<file path="src/rtl/lwc_pkg.sv">
package lwc_pkg;

    // Control states of the address/data pairing machine.
    typedef enum logic [0:0] {
        ST_WAIT_ADDR = 1'b0,
        ST_WAIT_DATA = 1'b1
    } lwc_state_e;

endpackage

</file>
<file path="src/rtl/lwc_ctrl.sv">
module lwc_ctrl
    import lwc_pkg::*;
(
    input  logic clk,
    input  logic rst_n,
    input  logic aw_valid,
    input  logic w_valid,
    output logic aw_ready,
    output logic w_ready,
    output logic aw_take,
    output logic w_take
);

    lwc_state_e state_q;
    lwc_state_e state_d;

    // State register.
    always_ff @(posedge clk) begin
        if (!rst_n) begin
            state_q <= ST_WAIT_ADDR;
        end else begin
            state_q <= state_d;
        end
    end

    // Transitions: ADDR_TAKEN and DATA_TAKEN.
    always_comb begin
        state_d = state_q;
        unique case (state_q)
            ST_WAIT_ADDR: begin
                if (aw_valid) begin
                    state_d = ST_WAIT_DATA;
                end
            end
            ST_WAIT_DATA: begin
                if (w_valid) begin
                    state_d = ST_WAIT_ADDR;
                end
            end
            default: state_d = ST_WAIT_ADDR;
        endcase
    end

    // Outputs per state.
    always_comb begin
        aw_ready = 1'b0;
        w_ready  = 1'b0;
        unique case (state_q)
            ST_WAIT_ADDR: aw_ready = 1'b1;
            ST_WAIT_DATA: w_ready  = 1'b1;
            default: begin
                aw_ready = 1'b0;
                w_ready  = 1'b0;
            end
        endcase
    end

    assign aw_take = aw_valid && aw_ready;
    assign w_take  = w_valid && w_ready;

endmodule

</file>
<file path="src/rtl/lwc_lane_window.sv">
module lwc_lane_window #(
    parameter int LANES  = 4,
    parameter int OFS_W  = 2,
    parameter int SIZE_W = 3
) (
    input  logic [OFS_W-1:0]  ofs,
    input  logic [SIZE_W-1:0] size,
    output logic [LANES-1:0]  win,
    output logic              size_bad
);

    // Widest legal size exponent equals log2 of the lane count.
    localparam logic [SIZE_W-1:0] MAX_SIZE = SIZE_W'(OFS_W);

    logic             size_ok;
    logic [OFS_W-1:0] ofs_blk;

    assign size_bad = (size > MAX_SIZE);
    assign size_ok  = !size_bad;
    // Block index of the addressed byte at this size.
    assign ofs_blk  = ofs >> size;

    // A lane is in the window when it falls in the same size-aligned block.
    for (genvar i = 0; i < LANES; i++) begin : g_lane
        localparam logic [OFS_W-1:0] LANE_IDX = OFS_W'(i);
        logic [OFS_W-1:0] lane_blk;
        assign lane_blk = LANE_IDX >> size;
        assign win[i]   = size_ok && (lane_blk == ofs_blk);
    end

endmodule

</file>
<file path="src/rtl/lwc_strobe_merge.sv">
module lwc_strobe_merge #(
    parameter int LANES = 4
) (
    input  logic [LANES-1:0] win,
    input  logic [LANES-1:0] strb,
    input  logic             size_bad,
    output logic [LANES-1:0] mask,
    output logic             strb_bad
);

    logic [LANES-1:0] stray;

    for (genvar i = 0; i < LANES; i++) begin : g_merge
        assign mask[i]  = strb[i] && win[i];
        assign stray[i] = strb[i] && !win[i];
    end

    // Strobe errors are only meaningful when the size itself is legal.
    assign strb_bad = !size_bad && (|stray);

endmodule

</file>
<file path="src/rtl/axi_narrow_lane_check.sv">
module axi_narrow_lane_check #(
    parameter int ADDR_W = 16,
    parameter int DATA_W = 32,
    parameter int SIZE_W = 3
) (
    input  logic                  clk,
    input  logic                  rst_n,
    input  logic [ADDR_W-1:0]     aw_addr,
    input  logic [SIZE_W-1:0]     aw_size,
    input  logic                  aw_valid,
    output logic                  aw_ready,
    input  logic [DATA_W-1:0]     w_data,
    input  logic [DATA_W/8-1:0]   w_strb,
    input  logic                  w_valid,
    output logic                  w_ready,
    output logic                  wr_valid,
    output logic [ADDR_W-1:0]     wr_addr,
    output logic [DATA_W-1:0]     wr_data,
    output logic [DATA_W/8-1:0]   lane_en,
    output logic [DATA_W/8-1:0]   byte_mask,
    output logic                  size_err,
    output logic                  strb_err
);

    localparam int LANES = DATA_W / 8;
    localparam int OFS_W = $clog2(LANES);

    logic              aw_take;
    logic              w_take;
    logic [ADDR_W-1:0] held_addr;
    logic [SIZE_W-1:0] held_size;
    logic [LANES-1:0]  win;
    logic [LANES-1:0]  merged;
    logic              size_bad;
    logic              strb_bad;

    lwc_ctrl u_ctrl (
        .clk      (clk),
        .rst_n    (rst_n),
        .aw_valid (aw_valid),
        .w_valid  (w_valid),
        .aw_ready (aw_ready),
        .w_ready  (w_ready),
        .aw_take  (aw_take),
        .w_take   (w_take)
    );

    // Address-channel capture, held until the data beat.
    always_ff @(posedge clk) begin
        if (!rst_n) begin
            held_addr <= '0;
            held_size <= '0;
        end else if (aw_take) begin
            held_addr <= aw_addr;
            held_size <= aw_size;
        end
    end

    lwc_lane_window #(
        .LANES  (LANES),
        .OFS_W  (OFS_W),
        .SIZE_W (SIZE_W)
    ) u_window (
        .ofs      (held_addr[OFS_W-1:0]),
        .size     (held_size),
        .win      (win),
        .size_bad (size_bad)
    );

    lwc_strobe_merge #(
        .LANES (LANES)
    ) u_merge (
        .win      (win),
        .strb     (w_strb),
        .size_bad (size_bad),
        .mask     (merged),
        .strb_bad (strb_bad)
    );

    // Result registers: loaded on the data handshake, cleared otherwise.
    always_ff @(posedge clk) begin
        if (!rst_n) begin
            wr_valid  <= 1'b0;
            wr_addr   <= '0;
            wr_data   <= '0;
            lane_en   <= '0;
            byte_mask <= '0;
            size_err  <= 1'b0;
            strb_err  <= 1'b0;
        end else if (w_take) begin
            wr_valid  <= 1'b1;
            wr_addr   <= held_addr;
            wr_data   <= w_data;
            lane_en   <= win;
            byte_mask <= merged;
            size_err  <= size_bad;
            strb_err  <= strb_bad;
        end else begin
            wr_valid  <= 1'b0;
            lane_en   <= '0;
            byte_mask <= '0;
            size_err  <= 1'b0;
            strb_err  <= 1'b0;
        end
    end

endmodule

</file>
<file path="config.mk">
export PLATFORM = sky130hd
export DESIGN_NAME = axi_narrow_lane_check
export DESIGN_NICKNAME = d
export VERILOG_FILES = /design/src/rtl/lwc_pkg.sv /design/src/rtl/lwc_ctrl.sv /design/src/rtl/lwc_lane_window.sv /design/src/rtl/lwc_strobe_merge.sv /design/src/rtl/axi_narrow_lane_check.sv
export SDC_FILE = /design/constraint.sdc
export NUM_CORES = 1
export LEC_CHECK = 0
export BUFFER_PORTS_ARGS = -buffer_cell sky130_fd_sc_hd__buf_4
export CORE_ASPECT_RATIO = 0.6
export CORE_MARGIN = 10
export CORE_UTILIZATION = 49
export CTS_CLUSTER_SIZE = 8
export DETAILED_ROUTE_END_ITERATION = 10
export PLACE_DENSITY = 0.89
export SYNTH_ARGS = -nofsm -noshare
export SYNTH_HDL_FRONTEND = slang
export SYNTH_SLANG_ARGS = --single-unit
</file>
<file path="constraint.sdc">
create_clock -name clk -period 2.8 [get_ports clk]
set_clock_uncertainty 0.15 [all_clocks]
set_input_delay 0 -clock clk [delete_from_list [all_inputs] [get_ports clk]]
set_output_delay 0 -clock clk [all_outputs]
set_load 0.01 [all_outputs]
</file>
## Yosys cells after proc, flatten, opt, wreduce, memory -nomap -nowiden

Index checks and enable logic that the tools add are counted.
Widths: inputs -> output; s select.

- Output and inout bits: 61
- Bits in latches: 0
- ROM bits: 0
- RAM bits: 0
- Word-level logic and storage cells: 49
- Register bits after elaboration: 79
- Memories: 0

- Shift-type cells: 5
- Order comparisons: 1
- Mux-type cells: 6
- Equality and inequality tests: 4
- Div/mod/pow operators: 0
- Bitwise operators: 1
- $mul: 0
- Reduce and logical (&&, ||, !) cells: 22
- Add/sub/neg operators: 0

Operator list:

| operator | count |
|---|---|
| $logic_and 1x1->1 | 15 |
| $eq 2x2->1 | 4 |
| $shr 1x3->2 const A | 2 |
| $shr 2x3->2 const A | 2 |
| $logic_not 1->1 | 5 |
| $mux 1 | 5 |
| $reduce_or 4->1 | 1 |
| $gt 3x2->1 const B | 1 |
| $shr 2x3->2 | 1 |
| $pmux 1 s2 | 1 |
| $reduce_and 2->1 | 1 |
| $not 1->1 | 1 |

## Logic depth before layout (Yosys ltp)

Gate-level depths: netlist (run 1).

- Word-level depth: 7
- Depth in mapped cells: 5
- Gate-level depth less buffers: 4

## Modules after synthesis

From an unflattened synthesis (run 1), not the netlist that was laid out.

- Cells, all modules: 267
- Area, all modules: 3071.7 um^2

By module, submodules not included:

| module | area each (um^2) | cells each | times used | sequential area each (um^2) |
|---|---|---|---|---|
| axi_narrow_lane_check | 2887.8 | 240 | 1 | 1561.5 |
| lwc_strobe_merge | 75.1 | 9 | 1 | 0.0 |
| lwc_lane_window | 58.8 | 12 | 1 | 0.0 |
| lwc_ctrl | 50.0 | 6 | 1 | 20.0 |

## Worst setup path after synthesis (run 1)

No wires, ideal clock.

- Path type: reg2reg
- Start: reg u_ctrl.state_q
- End: reg wr_data[10]
- Required time: 2.533 ns
- Setup slack: 1.428 ns
- Buffers on the path: 2
- Period minus slack after synthesis: 1.372 ns
- Cell stages (with the launch flop): 5
- Data arrival time: 1.106 ns
- Cell sequence: dfxtp_1 > a21boi_2 > buf_2 > buf_4 > a22o_1

- Word-level cells in the longest chain between the ends: 2

RTL lines:

| element | RTL line | text |
|---|---|---|
| from (decl) | lwc_ctrl.sv:14 | `lwc_state_e state_q;` |
| from (signal assigned) | lwc_ctrl.sv:22 | `state_q <= state_d;` |
| $mux 1 | lwc_ctrl.sv:48 | `unique case (state_q)` |
| $logic_and 1x1->1 | lwc_ctrl.sv:59 | `assign w_take = w_valid && w_ready;` |
| to (signal assigned) | axi_narrow_lane_check.sv:93 | `wr_data <= w_data;` |
| to (decl) | axi_narrow_lane_check.sv:18 | `output logic [DATA_W-1:0] wr_data,` |

No other way between the ends.
A chain may end at the register's enable or synchronous reset.

## Final worst setup path (run 1)

- Start: reg u_ctrl.state_q
- End: reg held_addr[2]

- Word-level cells in the longest chain between the ends: 2

RTL lines:

| element | RTL line | text |
|---|---|---|
| $mux 1 | lwc_ctrl.sv:48 |  |
| $logic_and 1x1->1 | lwc_ctrl.sv:58 | `assign aw_take = aw_valid && aw_ready;` |
| to (signal assigned) | axi_narrow_lane_check.sv:54 | `held_addr <= aw_addr;` |
| to (decl) | axi_narrow_lane_check.sv:30 | `logic [ADDR_W-1:0] held_addr;` |

No other way between the ends.

==> results of run 1 <==
-- metrics by stage --
| step | instance area, um^2 | cells | total power [W] | worst slack, ps | utilization |
|---|---|---|---|---|---|
| final | 4482 | 501 | 0.002361 | 571.7 | 0.8823 |
| after global routing | 4482 | 501 | 0.002444 | 379.2 | 0.8823 |
| after CTS | 4482 | 501 | 0.002368 | 615.4 | 0.8823 |
| after detailed placement | 3503 | 407 | 0.001456 | 998.3 | 0.6897 |
| after global placement | 3503 | 407 | 0.001448 | 1069 | 0.6897 |
| after floorplan | 2594 | 236 | 0.001322 | 1428 | - |
-- area by class of cell --
cell class | count | area [um^2] | area share
sequential | 79 | 1582 | 0.3529
tap | 66 | 82.58 | 0.01843
timing repair buffer | 200 | 1697 | 0.3786
clock buffer | 10 | 137.6 | 0.03071
multi-input combinational | 135 | 904.6 | 0.2018
inverter | 5 | 18.77 | 0.004188
clock inverter | 6 | 60.06 | 0.01340
-- state kept, by name, summed over array words and instances (netlist names) --
name and count:
wr_data 32, held_addr 16, wr_addr 16, byte_mask 4, lane_en 4, held_size 3, size_err 1, strb_err 1
u_ctrl.state_q 1, wr_valid 1
-- timing repair --
item / in CTS / in global routing
endpoints found under the setup margin: 0 / 0
hold endpoints to repair: 59 / 0
resized for setup: 0 / 0
hold buffers: 78 / 0
-- worst max-delay path, cell delays in order, from the launching register on --
cell	delay, ps
dfxtp_1	490
nand2b_1	650
nand2_1	120
a21boi_0	190
dlygate4sd3_1	560
-- layout by cell type, fill, tap and decap left out --
master / instances
or2b_1: 1
dlygate4sd3_1: 78
a21oi_1: 4
clkinv_2: 3
a211o_1: 1
inv_1: 4
clkinvlp_4: 2
nor2b_1: 1
nand3_2: 1
a2bb2oi_1: 1
o2111a_1: 1
nor2_1: 8
dfxtp_1: 79
buf_4: 122
nand2_1: 40
a22o_1: 47
inv_2: 1
o21ai_1: 1
a21boi_0: 9
clkbuf_8: 10
nand2b_1: 1
a21boi_1: 10
a211oi_1: 1
o21ai_0: 1
bufinv_16: 1
a2111oi_2: 1
a21boi_4: 1
o21a_1: 1
nor3b_1: 3
o21ba_1: 1
-- layer usage --
layer / track usage / part of all wire
met2: 0.3367 / 0.47
met1: 0.2410 / 0.41
met3: 0.07469 / 0.086
met5: 0 / 0
met4: 0.1110 / 0.040
-- power by group --
part / total, W / leakage [nW] / switching, W / internal (W)
Clock: 0.000828 / 0.0981 / 0.000397 / 0.000431
Sequential: 0.00120 / 0.643 / 0.0000318 / 0.00117
Combinational: 0.000335 / 1.33 / 0.000136 / 0.000199
Total: 0.00236 / 2.07 / 0.000565 / 0.00180
-- worst paths after layout --
kind	endpoint	startpoint	slack, ps
setup / recovery	held_addr[2]$_SDFFE_PN0P_	u_ctrl.state_q$_SDFF_PN0_	570
hold / removal	wr_valid$_SDFF_PN0_	rst_n	90
setup reg to reg	held_addr[2]$_SDFFE_PN0P_	u_ctrl.state_q$_SDFF_PN0_	570
hold reg to reg	wr_addr[1]$_SDFFE_PN0P_	wr_addr[1]$_SDFFE_PN0P_	300
-- kinds of logic after synthesis --
group	count (synthesis)
and+or+nand+nor	55
buffers and inverters	22
DFF	79
AOI/OAI and AO/OA	80
==> metrics.md, run 1 <==
| Metric | Value |
|---|---|
| Status | complete, no violations |
| Largest net degree at the start of global routing | 33 |
| Gpl congestion | 0.8971 |
| Nets | 489 |
| CP endpoint kind | register |
| H-tree level count | 3 |
| I/O pin cnt | between 100 and 150 |
| Max_cap viols | 0 |
| Async SR Flop Fraction | 0 |
| Final setup TNS | 0 ps |
| Fmax | ~450 MHz |
| Detail Route Antenna Nets | 0 |
| Top cells by area, synth | dfxtp_1, a22o_1, nand2_1 |
| Slew HR | 0.4936 |
| CTS max path bufs | 2 |
| Die Y | between 70 and 80 um |
| Top FF cell, synth | dfxtp_1 |
| Worst EP required | 2940 ps |
| Dominant cell type by area after synthesis | dfxtp_1 |
| Final hold vios | 0 |
| Hold depth | 3 |
| Synthesized area | 2594 um^2 |
| Setup Crit Path Kind | register to register |
| Vias | ~2700 |
| Worst Reg-to-Reg Cells | 4 |
| First-pass GRT wire length | 14840 um |
| Adder-Cell Fraction of Synth Area | 0 |
| Setup violators final | 0 |
| Netlist cell types | 28 |
| Post-synth top area share | 0.6097 |
| Top cells by count, synth | dfxtp_1, a22o_1, nand2_1, a21boi_1, a21boi_0 |
| Area Overhead vs Synth | 72.79% |
| Yosys warns | 0 |
| Count leader, synth | dfxtp_1 |
| Later-pin clock latency in the skew report | 340 ps |
| Drt drc | 0 |
| Power Density | roughly 530 nW/um^2 |
| Syn Nets | between 200 and 300 |
| All-Layer GR Usage | 0.2107 |
| Mean post-synth cell area | 10.99 um^2 |
| Synth Area in Simple Gates | 0.08973 |
| Core Box Area | around 5000 um^2 |
| Register bit total from synthesis | 79 |
| Number of flops mapped to enable cells by yosys | 0 |
| Period utilization | 0.7958 |
| Initial cell density of the core | 0.5106 |
| Max Fanout on Critical Path | 19 |
| Clock Sinks | 79 |
| Layout cells sized above 1 | 0.3264 |
| Crit path arrival time | between 2000 and 2500 ps |
| Grt ovf | 0 |
| Initial antenna violation count | 0 |
| Starting DRT DRC Count | about 190 |
| Die width | around 110 um |
| Hold WC Path Type | input port to register |
| Total Wirelength | 9388 um |
| P_leak | around 2.1 nW |
| Clock edge transition at the registers on the reported setup and hold paths | about 80 ps |
| Root Buffer | clkbuf_8 |
| Routed wire per std cell | about 19 um |
| VDD IR max | between 0.0003 and 0.0004 V |
| CP Launch Type | register |
| Slew @ Worst Pin | ~760 ps |
| TritonCTS buffer count | 9 |
| Diodes inserted | 0 |
| I/O Buffers | 119 |
| WHS | approximately 90 ps |
| Compound-gate portion of the synthesized area | 0.2562 |
| Fillcell total | 251 |
| Die area | 8699 um^2 |
| Rows | 20 |
| Sequential fraction of the synthesis area | 0.6097 |
| Final Max Tran Viols | 0 |
| CTS tree | done |
| Postcts setup bufs | 0 |
| Vias in the first global route | about 2800 |
| Multiplexer share of the synthesized area | 0 |
| Period minus WS final | roughly 2200 ps |
| 1st-pass router iterations | 4 |
| DP HPWL | around 5700 um |
| RSZ-0062 raised after global routing | no |
| Largest family of logic cells by synthesized area | compound AO/OA/AOI/OAI gates |
| Post-synthesis cell count | 236 |
| Via/cell ratio | approximately 5.3 |
| Synth Area in XOR/XNOR | 0 |
(Power assumes the default switching activity.)
==> run 2, diff against run 1 <==
--- a/config.mk
+++ b/config.mk
@@ -8,10 +8,10 @@
 export BUFFER_PORTS_ARGS = -buffer_cell sky130_fd_sc_hd__buf_4
 export CORE_ASPECT_RATIO = 0.6
 export CORE_MARGIN = 10
-export CORE_UTILIZATION = 49
+export CORE_UTILIZATION = 41
 export CTS_CLUSTER_SIZE = 8
 export DETAILED_ROUTE_END_ITERATION = 10
-export PLACE_DENSITY = 0.89
+export PLACE_DENSITY = 0.8
 export SYNTH_ARGS = -nofsm -noshare
 export SYNTH_HDL_FRONTEND = slang
 export SYNTH_SLANG_ARGS = --single-unit
==> constraint.sdc (replaced) <==
create_clock -name clk -period 2.02 [get_ports clk]
set_clock_uncertainty 0.15 [all_clocks]
set_input_delay 0 -clock clk [delete_from_list [all_inputs] [get_ports clk]]
set_output_delay 0 -clock clk [all_outputs]
set_load 0.01 [all_outputs]
==> metrics.md, run 2 (synthesized netlist as in run 1, its figures left out) <==
| Metric | Value |
|---|---|
| Status | complete, no violations |
| WP depth | 5 |
| Setup Crit Path Kind | register to register |
| Final setup TNS | 0 ps |
| Post-route insts no fill | 509 |
| Worst slack, placed | between 200 and 300 ps |
| Worst Reg-to-Reg Cells | 5 |
| Core Box Area | between 6000 and 7000 um^2 |
| Slew HR | 0.7900 |
| Vias in the first global route | around 2500 |
| RSZ-0062 raised after global routing | no |
| DP HPWL | roughly 5400 um |
| Grt ovf | 0 |
| CTS tree | done |
| Rows | 22 |
| Cell Count Post-Placement | ~430 |
| Power Density | 758.2 nW/um^2 |
| Worst EP required | ~2200 ps |
| Hold WC Path Type | input port to register |
| Final hold vios | 0 |
| First-pass GRT wire length | 13250 um |
| Largest net degree at the start of global routing | 30 |
| Max_cap viols | 0 |
| Largest reg by FF count | wr_data |
| Drt drc | 0 |
| I/O pin cnt | 120 |
| Die Y | just over 80 um |
| H-tree level count | 3 |
| R2r endpoint | held_addr[12]$_SDFFE_PN0P_ |
| Clock edge transition at the registers on the reported setup and hold paths | about 70 ps |
| CP peak stage delay | around 550 ps |
| Routed wire per std cell | about 17 um |
| Max Fanout on Critical Path | 13 |
| Diodes inserted | 0 |
| Total Wirelength | between 8000 and 9000 um |
| Area Overhead vs Synth | 71.64% |
| Min-Delay Endpoint | wr_data[4]$_SDFFE_PN0P_ |
| Final Max Tran Viols | 0 |
| Most common cell after layout, fill and taps aside | buf_4 |
| Clock Sinks | 79 |
| TritonCTS buffer count | 9 |
| I/O Buffers | about 120 |
| Period utilization | 0.9335 |
| Max reg flops | 32 |
| Setup violators final | 0 |
| Worst Min Path Start | w_data[4] |
| Die width | 122.7 um |
| Starting DRT DRC Count | between 150 and 200 |
| Crit path arrival time | 2020 ps |
| Critical-path cell list | nand2b_2, buf_12, nand2_1, a21boi_1, dlygate4sd3_1 |
| Via/cell ratio | between 4 and 5 |
| Detail Route Antenna Nets | 0 |
| Commonest cells after routing, fill and taps aside | buf_4, dfxtp_1, dlygate4sd3_1 |
| Setup ws final | between 100 and 150 ps |
| Nets | ~480 |
| CP delay by family, top | buffers and inverters |
| Later-pin clock latency in the skew report | about 340 ps |
| Root Buffer | clkbuf_8 |
| 1st-pass router iterations | 4 |
| Die area | roughly 10000 um^2 |
| CTS max path bufs | 2 |
| Initial cell density of the core | 0.4244 |
| Hold depth | 3 |
| Fmax | 530.3 MHz |
| Initial antenna violation count | 0 |
| Slew @ Worst Pin | around 310 ps |
| Slowest CP cell | dlygate4sd3_1 |
| Largest regs | wr_data x32, held_addr x16, wr_addr x16 |
| FF-to-FF Start | u_ctrl.state_q$_SDFF_PN0_ |
| Gpl congestion | approximately 0.8 |
| CP Launch Type | register |
| P_leak | about 2.0 nW |
| VDD IR max | ~0.00048 V |
| All-Layer GR Usage | 0.1682 |
| Buf/Inv on CP | 2 |
| CP endpoint kind | register |
| Flop-to-flop setup slack | 130 ps |
| Period minus WS final | roughly 1900 ps |
| Vias | between 2000 and 2500 |
| Layout cells sized above 1 | 0.3435 |
[run 2: final cells by class]
type                            count  area, um^2
Clock inverter                      5       81.33
Sequential cell                    79        1582
Fill cell                         450        1659
Tap cell                           84       105.1
Timing Repair Buffer              190        1614
Clock buffer                       11       141.4
Inverter                            5       18.77
Multi-Input combinational cell    135       909.6
[run 2: metrics by stage]
| stage | total power (W) | cell area, um^2 | util | hold WS (ps) |
|---|---|---|---|---|
| 6_report | 0.003375 | 4452 | 0.7285 | 260.1 |
| 5_1_grt | 0.003516 | 4452 | 0.7285 | 246.0 |
| 4_1_cts | 0.003409 | 4447 | 0.7277 | 229.1 |
| 3_5_place_dp | 0.002025 | 3573 | 0.5848 | 61.69 |
| 3_3_place_gp | 0.002018 | 3573 | 0.5848 | 59.31 |
| 2_1_floorplan | 0.001833 | 2594 | - | -39.77 |
[run 2: power by group]
part / internal, W / switching (W)
Clock: 0.000730 / 0.000545
Sequential: 0.00162 / 0.0000405
Combinational: 0.000267 / 0.000176
[run 2: metal layers]
metal,GRT usage,wire length [um]
met5,0,0
met4,0.03864,40
met3,0.07329,759
met2,0.2806,4089
met1,0.1977,3546
[run 2: what timing repair did]
item,CTS,global route
resized for setup,0,2
hold endpoints to repair,59,0
setup endpoints to repair,0,2
setup buffers,0,0
hold buffers,65,0
[run 2: worst max-delay path by stage]
| stage | end | from | slack [ps] |
|---|---|---|---|
| after floorplan | wr_data[10]$_SDFFE_PN0P_ | u_ctrl.state_q$_SDFF_PN0_ | 650 |
| after global placement | byte_mask[3]$_SDFF_PN0_ | u_ctrl.state_q$_SDFF_PN0_ | 460 |
| after detailed placement | byte_mask[3]$_SDFF_PN0_ | u_ctrl.state_q$_SDFF_PN0_ | 280 |
| after CTS | held_addr[12]$_SDFFE_PN0P_ | u_ctrl.state_q$_SDFF_PN0_ | 10 |
| after global routing | held_addr[12]$_SDFFE_PN0P_ | u_ctrl.state_q$_SDFF_PN0_ | 2 |
| final | held_addr[12]$_SDFFE_PN0P_ | u_ctrl.state_q$_SDFF_PN0_ | 130 |
[run 2: worst reg2reg max path, cell delays in order (launching register included)]
cell	delay [ps]
dfxtp_1	500
nand2b_2	300
buf_12	160
nand2_1	60
a21boi_1	120
dlygate4sd3_1	550
==> run 3, diff against run 2 <==
--- a/config.mk
+++ b/config.mk
@@ -12,6 +12,7 @@
 export CTS_CLUSTER_SIZE = 8
 export DETAILED_ROUTE_END_ITERATION = 10
 export PLACE_DENSITY = 0.8
+export REMOVE_ABC_BUFFERS = 1
 export SYNTH_ARGS = -nofsm -noshare
 export SYNTH_HDL_FRONTEND = slang
 export SYNTH_SLANG_ARGS = --single-unit
==> metrics.md, run 3 (synthesized netlist as in run 1, its figures left out) <==
| Metric | Value |
|---|---|
| Die width | about 120 um |
| Vias | approximately 2600 |
| Vias in the first global route | 2631 |
| Commonest cells after routing, fill and taps aside | buf_4, dfxtp_1, dlygate4sd3_1 |
| Routed wire per std cell | roughly 17 um |
| FF-to-FF Start | u_ctrl.state_q$_SDFF_PN0_ |
| Root Buffer | clkbuf_8 |
| Total Wirelength | a little under 9000 um |
| Min-Delay Endpoint | byte_mask[1]$_SDFF_PN0_ |
| RSZ-0062 raised after global routing | no |
| Worst EP required | around 2200 ps |
| Cell Count Post-Placement | roughly 430 |
| WHS | approximately 110 ps |
| Flop-to-flop setup slack | 140 ps |
| Later-pin clock latency in the skew report | roughly 350 ps |
| Final hold vios | 0 |
| Worst Reg-to-Reg Cells | 5 |
| All-Layer GR Usage | 0.1764 |
| H-tree level count | 3 |
| Period utilization | 0.9313 |
| CP peak stage delay | about 570 ps |
| Final setup TNS | 0 ps |
| Largest net degree at the start of global routing | 41 |
| Worst Min Path Start | rst_n |
| Starting DRT DRC Count | about 180 |
| Most common cell after layout, fill and taps aside | buf_4 |
| Die Y | slightly above 80 um |
| Core Box Area | just over 6000 um^2 |
| Postcts setup bufs | 0 |
| Gpl congestion | between 0.8 and 0.9 |
| Period minus WS final | around 1900 ps |
| Max_cap viols | 0 |
| Clock edge transition at the registers on the reported setup and hold paths | around 70 ps |
| R2r endpoint | held_size[1]$_SDFFE_PN0P_ |
| Hold depth | 4 |
| Setup violators final | 0 |
| Status | complete, no violations |
| Final Max Tran Viols | 0 |
| 1st-pass router iterations | 4 |
| Max Fanout on Critical Path | 10 |
| Fin util | 0.7477 |
| Initial cell density of the core | 0.4244 |
| I/O pin cnt | 120 |
| I/O Buffers | between 100 and 150 |
| Largest reg by FF count | wr_data |
| Rows | 22 |
| Via/cell ratio | 4.914 |
| VDD IR max | 0.0003999 V |
| Detail Route Antenna Nets | 0 |
| Critical-path cell list | nand2b_1, buf_4, nand2_1, a21boi_0, dlygate4sd3_1 |
| Fmax | 531.5 MHz |
| Hold WC Path Type | input port to register |
| Crit path arrival time | ~2000 ps |
| Die area | ~10000 um^2 |
| TritonCTS buffer count | 9 |
| Slowest CP cell | dlygate4sd3_1 |
| First-pass GRT wire length | 13900 um |
| Grt ovf | 0 |
| Slew @ Worst Pin | 340.9 ps |
| CP endpoint kind | register |
| Max reg flops | 32 |
| Area Overhead vs Synth | 76.17% |
| Power Density | 756.3 nW/um^2 |
| Largest regs | wr_data x32, held_addr x16, wr_addr x16 |
| P_leak | ~2.1 nW |
| CP Launch Type | register |
| Layout cells sized above 1 | 0.3318 |
| Nets | 492 |
| Setup Crit Path Kind | register to register |
| Clock Sinks | between 70 and 80 |
| CTS max path bufs | 2 |
| Drt drc | 0 |
| CTS tree | done |
| Diodes inserted | 0 |
| Slew HR | 0.7703 |
| Post-route insts no fill | between 500 and 600 |
| DP HPWL | 5509 um |
| Initial antenna violation count | 0 |
-- run 3: through the flow --
| step | cell area (um^2) | power, W | worst slack [ps] |
|---|---|---|---|
| after global routing | 4569 | 0.003589 | 19.14 |
| after CTS | 4569 | 0.003475 | 158.6 |
| final | 4569 | 0.003456 | 138.7 |
| after floorplan | 2497 | 0.001812 | 36.88 |
| after global placement | 3568 | 0.002018 | 579.0 |
| after detailed placement | 3568 | 0.002028 | 450.1 |
-- run 3: critical path, delay by kind of cell, from the launching register on --
family          cells  cell delay [ps]
buf+inv             2              750
flops               1              500
simple gates        2              230
compound gates      1              180
-- run 3: layout make-up --
type | count | area, um^2
Clock buffer | 12 | 165.2
Clock inverter | 3 | 65.06
Multi-Input combinational cell | 135 | 904.6
Inverter | 5 | 18.77
Tap cell | 84 | 105.1
Timing Repair Buffer | 203 | 1729
Fill cell | 414 | 1541
Sequential cell | 79 | 1582
-- run 3: what timing repair did --
| item | CTS | global route |
|---|---|---|
| gates resized for setup | 0 | 0 |
| hold buffers | 77 | 0 |
| endpoints found under the hold margin | 59 | 0 |
-- run 3: worst max path at each step --
stage / from / to / slack [ps] / cells past startpoint
2_1_floorplan: u_ctrl.state_q$_SDFF_PN0_ / wr_addr[0]$_SDFFE_PN0P_ / 40 / 2
3_3_place_gp: u_ctrl.state_q$_SDFF_PN0_ / byte_mask[3]$_SDFF_PN0_ / 580 / 4
3_5_place_dp: u_ctrl.state_q$_SDFF_PN0_ / byte_mask[3]$_SDFF_PN0_ / 450 / 4
4_1_cts: u_ctrl.state_q$_SDFF_PN0_ / held_size[0]$_SDFFE_PN0P_ / 160 / 5
5_1_grt: u_ctrl.state_q$_SDFF_PN0_ / held_addr[0]$_SDFFE_PN0P_ / 20 / 5
6_report: u_ctrl.state_q$_SDFF_PN0_ / held_size[1]$_SDFFE_PN0P_ / 140 / 5
-- run 3: power by group --
group / internal, W / switching (W) / leakage [nW]
Combinational: 0.000282 / 0.000181 / 1.35
Sequential: 0.00162 / 0.0000425 / 0.643
Clock: 0.000789 / 0.000544 / 0.118
Total: 0.00269 / 0.000768 / 2.11
-- run 3: metal layers --
layer	up-vias	global-route usage	share of wire
li1	1228	-	-
met1	1217	0.2058	0.43
met2	105	0.2891	0.45
met3	10	0.08973	0.11
met4	0	0.03396	0.0085
met5	-	0	0
